**config.mk**
```make
export PLATFORM = sky130hd
export DESIGN_NAME = uart_fifo_regs
export DESIGN_NICKNAME = d
export VERILOG_FILES = /design/src/rtl/uart_fifo_pkg.sv /design/src/rtl/fifo_store.sv /design/src/rtl/fifo_ctrl.sv /design/src/rtl/uart_fifo_regs.sv
export SDC_FILE = /design/constraint.sdc
export NUM_CORES = 1
export LEC_CHECK = 0
export BUFFER_PORTS_ARGS = -buffer_cell sky130_fd_sc_hd__buf_2
export CAP_MARGIN = 10
export CORE_MARGIN = 3
export CORE_UTILIZATION = 45
export CTS_BUF_LIST = sky130_fd_sc_hd__clkbuf_2 sky130_fd_sc_hd__clkbuf_4 sky130_fd_sc_hd__clkbuf_8
export CTS_CLUSTER_SIZE = 10
export DETAILED_ROUTE_END_ITERATION = 16
export GPL_TIMING_DRIVEN = 0
export RECOVER_POWER = 50
export SYNTH_ARGS = -nofsm -noshare
export SYNTH_HDL_FRONTEND = slang
export SYNTH_SLANG_ARGS = --single-unit
```
**constraint.sdc**
```tcl
create_clock -name clk -period 3.4 [get_ports clk]
set_clock_uncertainty 0.2 [all_clocks]
set_input_delay 0.17 -clock clk [delete_from_list [all_inputs] [get_ports clk]]
set_output_delay 0.17 -clock clk [all_outputs]
set_load 0.05 [all_outputs]
```
**src/rtl/uart_fifo_pkg.sv**
```systemverilog
// Shared register addresses and control bit positions for the FIFO pair.
package uart_fifo_pkg;
    localparam logic [1:0] ADDR_DATA  = 2'd0;
    localparam logic [1:0] ADDR_INDEX = 2'd1;
    localparam logic [1:0] ADDR_CTRL  = 2'd2;

    localparam int CTRL_EN_BIT    = 0;
    localparam int CTRL_TXFL_BIT  = 2;
    localparam int CTRL_RXFL_BIT  = 3;

    localparam int IDX_TX_LSB = 0;
    localparam int IDX_RX_LSB = 8;
endpackage

```
**src/rtl/fifo_store.sv**
```systemverilog
// Synchronous FIFO with occupancy count, a one-entry capacity mode and a
// clear input that overrides push and pop. Assumes DEPTH is a power of two.
module fifo_store #(
    parameter int W     = 8,
    parameter int DEPTH = 16,
    localparam int AW   = $clog2(DEPTH),
    localparam int CW   = $clog2(DEPTH + 1)
) (
    input  logic          clk,
    input  logic          rst_n,
    input  logic          clr,
    input  logic          one_slot,
    input  logic          push,
    input  logic [W-1:0]  din,
    input  logic          pop,
    output logic [W-1:0]  dout,
    output logic [CW-1:0] count,
    output logic          empty,
    output logic          drop
);
    logic [W-1:0]  mem [DEPTH];
    logic [AW-1:0] wr_ptr, rd_ptr;
    logic          full, do_push, do_pop;

    // Capacity test against the count held before this edge.
    always_comb begin
        full    = one_slot ? (count != '0) : (count == CW'(DEPTH));
        empty   = (count == '0);
        do_push = push && !full;
        do_pop  = pop && !empty;
        drop    = push && full;
        dout    = mem[rd_ptr];
    end

    // Pointer and count update; a clear empties the FIFO.
    always_ff @(posedge clk) begin
        if (!rst_n || clr) begin
            wr_ptr <= '0;
            rd_ptr <= '0;
            count  <= '0;
        end else begin
            if (do_push) wr_ptr <= wr_ptr + 1'b1;
            if (do_pop)  rd_ptr <= rd_ptr + 1'b1;
            count <= count + CW'(do_push) - CW'(do_pop);
        end
    end

    // Storage write, no reset needed on the data array.
    always_ff @(posedge clk) begin
        if (do_push && !clr) mem[wr_ptr] <= din;
    end
endmodule

```
**src/rtl/fifo_ctrl.sv**
```systemverilog
// FIFO control register: holds the mode bit and the two flush requests.
// Each flush request lives for exactly one cycle after its write.
module fifo_ctrl (
    input  logic        clk,
    input  logic        rst_n,
    input  logic        ctrl_wr,
    input  logic [15:0] wdata,
    output logic        fifo_en,
    output logic        tx_pend,
    output logic        rx_pend
);
    import uart_fifo_pkg::*;

    // Mode bit holds its value; flush bits clear the cycle after they are set.
    always_ff @(posedge clk) begin
        if (!rst_n) begin
            fifo_en <= 1'b0;
            tx_pend <= 1'b0;
            rx_pend <= 1'b0;
        end else if (ctrl_wr) begin
            fifo_en <= wdata[CTRL_EN_BIT];
            tx_pend <= wdata[CTRL_TXFL_BIT];
            rx_pend <= wdata[CTRL_RXFL_BIT];
        end else begin
            tx_pend <= 1'b0;
            rx_pend <= 1'b0;
        end
    end
endmodule

```
**src/rtl/uart_fifo_regs.sv**
```systemverilog
// FIFO pair for a serial port: transmit and receive storage, index and
// control registers, empty-read error option and overflow pulses.
// Assumes at most one of reg_wr / reg_rd per cycle.
module uart_fifo_regs #(
    parameter int DEPTH  = 16,
    parameter int DATA_W = 8,
    localparam int RX_W  = DATA_W + 2,
    localparam int CW    = $clog2(DEPTH + 1)
) (
    input  logic              clk,
    input  logic              rst_n,
    input  logic              reg_wr,
    input  logic              reg_rd,
    input  logic [1:0]        reg_addr,
    input  logic [15:0]       reg_wdata,
    output logic [15:0]       reg_rdata,
    output logic              reg_err,
    input  logic              rd_empty_err_en,
    output logic              tx_avail,
    output logic [DATA_W-1:0] tx_data,
    input  logic              tx_pop,
    input  logic              rx_push,
    input  logic [DATA_W-1:0] rx_data,
    input  logic              rx_perr,
    input  logic              rx_ferr,
    output logic              tx_ovf,
    output logic              rx_ovf
);
    import uart_fifo_pkg::*;

    logic            fifo_en, tx_pend, rx_pend;
    logic [CW-1:0]   tx_cnt, rx_cnt;
    logic            tx_empty, rx_empty, tx_drop, rx_drop;
    logic [RX_W-1:0] rx_head;
    logic            data_wr, data_rd, ctrl_wr;

    // Register strobe decode.
    always_comb begin
        data_wr = reg_wr && (reg_addr == ADDR_DATA);
        data_rd = reg_rd && (reg_addr == ADDR_DATA);
        ctrl_wr = reg_wr && (reg_addr == ADDR_CTRL);
    end

    fifo_ctrl u_ctrl (
        .clk     (clk),
        .rst_n   (rst_n),
        .ctrl_wr (ctrl_wr),
        .wdata   (reg_wdata),
        .fifo_en (fifo_en),
        .tx_pend (tx_pend),
        .rx_pend (rx_pend)
    );

    fifo_store #(.W(DATA_W), .DEPTH(DEPTH)) u_txq (
        .clk      (clk),
        .rst_n    (rst_n),
        .clr      (tx_pend),
        .one_slot (!fifo_en),
        .push     (data_wr),
        .din      (reg_wdata[DATA_W-1:0]),
        .pop      (tx_pop),
        .dout     (tx_data),
        .count    (tx_cnt),
        .empty    (tx_empty),
        .drop     (tx_drop)
    );

    fifo_store #(.W(RX_W), .DEPTH(DEPTH)) u_rxq (
        .clk      (clk),
        .rst_n    (rst_n),
        .clr      (rx_pend),
        .one_slot (!fifo_en),
        .push     (rx_push),
        .din      ({rx_ferr, rx_perr, rx_data}),
        .pop      (data_rd),
        .dout     (rx_head),
        .count    (rx_cnt),
        .empty    (rx_empty),
        .drop     (rx_drop)
    );

    assign tx_avail = !tx_empty;

    // Read data multiplexer and empty-read error.
    always_comb begin
        reg_rdata = '0;
        reg_err   = 1'b0;
        if (reg_rd) begin
            case (reg_addr)
                ADDR_DATA: begin
                    if (!rx_empty) reg_rdata[RX_W-1:0] = rx_head;
                    else           reg_err = rd_empty_err_en;
                end
                ADDR_INDEX: begin
                    reg_rdata[IDX_TX_LSB +: CW] = tx_cnt;
                    reg_rdata[IDX_RX_LSB +: CW] = rx_cnt;
                end
                ADDR_CTRL: begin
                    reg_rdata[CTRL_EN_BIT]   = fifo_en;
                    reg_rdata[CTRL_TXFL_BIT] = tx_pend;
                    reg_rdata[CTRL_RXFL_BIT] = rx_pend;
                end
                default: reg_rdata = '0;
            endcase
        end
    end

    // One-cycle overflow pulses for the interrupt logic.
    always_ff @(posedge clk) begin
        if (!rst_n) begin
            tx_ovf <= 1'b0;
            rx_ovf <= 1'b0;
        end else begin
            tx_ovf <= tx_drop;
            rx_ovf <= rx_drop;
        end
    end
endmodule

```
==> flow_summary.ini, run 1 <==
[logic_synthesis]
synthCells = 695
synth-edff-count = 288
post_synth.cell_area_avg_um2 = 18.9
syn_area_um2 = 13100
synthArstFlopShare = 0
ys_seq_elements = 327
yosysSeqAreaShare = 0.718
synth_ff_type = edfxtp_1
synth_warnings = 0
synth.distinct_cells = 49

[floorplanning]
die_area_um2 = 31300
core_um2 = 28200
die_h_um = 177
start_util = 0.465
die_w_um = 177
rows = 61
ios = 63

[setup_path]
crit_type = flip-flop to flip-flop
crit_path_max_fanout = 10
r2r_slack_ns = 0.17
crit_arrival_ns = 3.53
end_kind = flip-flop
worstPathRequired_ns = 3.70
startpoint_type = flip-flop

[global_routing]
grt_max_degree = 18
antenna_found_initial = 0
grt_pass1_vias = 7238
grt_pass1_wl_um = 41700
grt_usage = 0.176
grt_overflow = 0

[placement]
placed_cell_area_um2 = 13900
place_congestion = 0.795
place_hpwl_um = 18200
io_buffers = 51
dp_cells = 1131

[timing]
fmax_mhz = 310
hold_viol_final = 0
slew_viol_final = 0
setup_violations = 0
slew_headroom = 0.202
min_period_ns = 3.23
worst_slew_pin_slew_ns = 1.19
hold-worst-slack_ns = 0.266
finalCritPeriodShare = 0.950

[clock_network]
clk-insertion-delay-late_ns = 0.58
cts.sinks = 327
cts_tree = built
max-clock-path-buffers = 3
h-tree-depth = 2
clkTransAtPathRegs_ns = 0.06
cts-buffers-inserted = 54
clock-root-buffer = clkbuf_8

[layout]
num-nets-final = 896
fin_area_um2 = 15400
area_growth_pct = 16.9
final_cell_mix = 288 x edfxtp_1, 80 x mux4_2, 60 x nor2_1, 58 x clkbuf_8, 39 x dfxtp_1
drive_gt1_frac = 0.263
antenna_cells = 0
final_cells = 1260
postLayoutCoreUtil = 0.544
final_common_cell = edfxtp_1

[route]
routed_via_density = 5.39
via_count = 6790
drtAntennaViolNets = 0
avgRoutedWirePerCell_um = 21.3
route.detailed.drc = 0
first_iter_violations = 528
drtPass1Iterations = 5
drt-total-wl_um = 26800

[hold_path]
min_path_type = primary input to flip-flop

[run_status]
status = complete, no violations

[power]
peakVddDrop_v = 0.000369
leakage_nw = 5.00
p_per_area_nw_per_um2 = 651

[run]
max_cap_viol_count = 0
-- final cells by class --
type | instances | area (µm²)
tap | 378 | 473
multi-input combinational | 317 | 3490
fill | 2262 | 12900
buffer | 34 | 186
sequential | 327 | 9430
clock inverter | 22 | 191
inverter | 19 | 71.3
clock buffer | 77 | 941
timing repair buffer | 86 | 571
-- worst paths after layout --
path                   startpoint              end  cells past startpoint
setup / recovery   u_txq.count[2]   u_txq.count[4]                     12
hold / removal             reg_rd  u_rxq.rd_ptr[3]                      6
setup reg to reg   u_txq.count[2]   u_txq.count[4]                     12
hold reg to reg   u_txq.rd_ptr[1]  u_txq.rd_ptr[1]                      2
-- synth_stat cells (all sizes together) (8+ instances only) --
cell type,number,area (µm²)
edfxtp,288,8650
mux4,80,1800
nor2,60,225
dfxtp,39,781
buf,24,148
ha,20,250
inv,19,71.3
nand2,19,71.3
mux2i,13,130
a21oi,10,50.1
clkbuf,10,37.5
nand3,8,40.0
or3,8,50.1
xnor2,8,70.1
-- power by group --
part	internal (W)	switching, W
combinational	0.000779	0.00108
clock	0.00201	0.00148
sequential	0.00453	0.000104
total	0.00732	0.00267
-- cell families after synthesis --
logic type,synth area share
mux,0.147
simple gates,0.0550
compound gates,0.0281
flops,0.718
fa+ha+maj,0.0221
other cells,0.000286
buf+inv,0.0195
xor+xnor,0.0100
-- per-stage QoR --
stage	setup TNS [ns]	total power [W]	setup WS (ns)
global route	-0.00212	0.0104	-0.00212
detailed placement	-0.115	0.00655	-0.115
global placement	-2.30	0.00647	-0.153
CTS	0	0.0101	0.0115
floorplan	0	0.00604	0.213
finish	0	0.00999	0.170
-- registers in the layout, indices dropped and copies added, names as in the netlist, 4 cells and up, named ones only --
signal / count
u_rxq.mem: 160
u_rxq.wr_ptr: 4
u_txq.count: 5
u_rxq.count: 5
u_txq.rd_ptr: 4
u_txq.wr_ptr: 4
u_rxq.rd_ptr: 4
u_txq.mem: 128
-- layer usage --
layer  global-route usage  wire length (µm)
met5                    0                 0
met4               0.0602               626
met3               0.0322              1340
met2                0.308             14100
met1                0.222             10700
-- worst max-delay path, stage by stage, from the launching register on --
cell	delay [ns]
dfxtp_1	0.38
inv_1	0.08
ha_1	0.23
nor3b_1	0.17
o2111ai_2	0.30
buf_2	0.31
inv_1	0.07
ha_1	0.23
fa_1	0.44
a21oi_1	0.16
nor2_1	0.06
or3_1	0.35
a21oi_1	0.16
-- what timing repair did --
action | CTS | global route
pin swaps | 0 | 0
gates resized for setup | 1 | 3
setup buffers | 0 | 0
hold buffers | 29 | 1
gates cloned | 0 | 0
setup endpoints to repair | 1 | 2
endpoints found under the hold margin | 308 | 2
(Power assumes the default switching activity.)
==> inputs of run 2 (changes only) <==
CTS_BUF_LIST = default   (was sky130_fd_sc_hd__clkbuf_2 sky130_fd_sc_hd__clkbuf_4 sky130_fd_sc_hd__clkbuf_8)
==> run 2 against run 1 <==
First-iteration DRC count increased by 20%; highest routed layer unchanged; critical path type unchanged; clock power rose by 6.0%; global-route usage about the same; non-clock buffer count decreased by 2; routed wire length fell by 0.17%; worst hold slack got worse by 0.24 ns.
==> flow_summary.ini, run 2 (synthesis results as in run 1) <==
[run_status]
status = complete, no violations

[clock_network]
cts_tree = built
clock-root-buffer = clkbuf_16
max-clock-path-buffers = 3
postCtsSetupRepairBufs = 0
h-tree-depth = 2
cts-buffers-inserted = 39
cts.sinks = 327
clk-insertion-delay-late_ns = 0.52
clkTransAtPathRegs_ns = 0.06

[timing]
hold-worst-slack_ns = 0.0272
rsz0062_at_grt = no
min_period_ns = 3.23
setup_violations = 0
finalCritPeriodShare = 0.951
setup_tns_ns = 0
slew_headroom = 0.192
slew_viol_final = 0
fmax_mhz = 309
hold_viol_final = 0
worst_slew_pin_slew_ns = 1.21

[setup_path]
startpoint_type = flip-flop
worstPathCellList = inv_1, ha_1, nor3b_1, o2111ai_2, clkbuf_4, inv_1, ha_1, fa_1, a21oi_1, nor2_1, or3_1, a21oi_1
cp_top_family = adder cells
crit_end = u_txq.count[4]
slowest_delay_ns = 0.45
crit_type = flip-flop to flip-flop
crit_arrival_ns = 3.48
slowest_stage = fa_1
r2r.worst_path.cells = 12
worstSetupPathDepth = 12
critical_path_buf_inv_count = 3
worstPathRequired_ns = 3.65
end_kind = flip-flop
r2r_slack_ns = 0.17
crit_path_max_fanout = 10
crit_start = u_txq.count[2]
reg2reg_to = u_txq.count[4]
worstReg2RegStart = u_txq.count[2]

[layout]
final_cells = 1225
antenna_cells = 0
largest_reg_flops = 160
fin_area_um2 = 15300
largest_register = u_rxq.mem
drive_gt1_frac = 0.226
area_growth_pct = 16.8
final_cell_mix = 288 x edfxtp_1, 80 x mux4_2, 60 x nor2_1, 54 x clkbuf_1, 40 x clkbuf_16
num-nets-final = 879
postLayoutCoreUtil = 0.543
final_common_cell = edfxtp_1
reg_top3 = u_rxq.mem (160), u_txq.mem (128)

[floorplanning]
die_w_um = 177
die_h_um = 177
ios = 63
core_um2 = 28200
rows = 61
start_util = 0.465
die_area_um2 = 31300

[route]
route.met2.wl_um = 14000
routed_via_density = 5.46
drtPass1Iterations = 5
wl_met1_um = 10900
via_count = 6683
drt-total-wl_um = 26800
avgRoutedWirePerCell_um = 21.9
drtAntennaViolNets = 0
first_iter_violations = 633
top_layer = met4
route.detailed.drc = 0
wl_met3_um = 1210

[power]
leakage_nw = 4.94
p_per_area_nw_per_um2 = 665
peakVddDrop_v = 0.000443

[placement]
place_hpwl_um = 18200
io_buffers = 51
placed_cell_area_um2 = 13900
place_congestion = 0.795
dp_cells = 1131

[global_routing]
antenna_found_initial = 0
grt_overflow = 0
grt_max_degree = 18
grt_pass1_vias = 7107
grt_usage = 0.176
grt_pass1_wl_um = 41600

[hold_path]
min_from = reg_addr[1]
min_path_type = primary input to flip-flop

[run]
max_cap_viol_count = 0
run 2: per-stage QoR:
| stage | worst slack (ns) | power, W |
|---|---|---|
| after CTS | 0.00616 | 0.0103 |
| after floorplan | 0.213 | 0.00604 |
| after detailed placement | -0.115 | 0.00655 |
| final | 0.167 | 0.0102 |
| after global placement | -0.153 | 0.00647 |
| after global routing | 0.0104 | 0.0106 |
run 2: worst min-delay path by stage:
stage                            endpoint  slack [ns]  cells past startpoint
after detailed placement           rx_ovf        0.28                      2
after global placement             rx_ovf        0.29                      2
after global routing      u_txq.wr_ptr[3]        0.06                      5
after floorplan           u_rxq.mem[0][0]        0.07                      0
after CTS                  u_ctrl.fifo_en        0.08                      5
final                     u_txq.wr_ptr[2]        0.03                      5
run 2: worst reg2reg max path: cells and delay by family, from the launching register on:
family | cells | cell delay, ns
fa+ha+maj | 3 | 0.91
buf+inv | 3 | 0.46
compound gates | 3 | 0.64
simple gates | 3 | 0.58
flops | 1 | 0.38
run 2: timing repair:
action                     4_1_cts  5_1_grt
hold endpoints to repair       301        0
hold buffers                    28        0
resized for setup                1        4
setup endpoints to repair        1        2
run 2: cell type report:
cell class                      count  area [µm²]
Buffer                             34         189
Clock buffer                       63        1110
Clock inverter                      3        33.8
Fill cell                        2244       12900
Inverter                           19        71.3
Multi-Input combinational cell    317        3490
Sequential cell                   327        9430
Tap cell                          378         473
Timing Repair Buffer               84         551
run 2: power by group:
part	switching [W]	internal [W]
registers	0.000104	0.00453
clock network	0.00149	0.00222
logic	0.00108	0.000779
run 2: per-layer routing:
| layer | track usage | vias to the layer above |
|---|---|---|
| li1 | - | 3027 |
| met1 | 0.224 | 3453 |
| met2 | 0.308 | 159 |
| met3 | 0.0350 | 44 |
| met4 | 0.0543 | 0 |
| met5 | 0 | - |
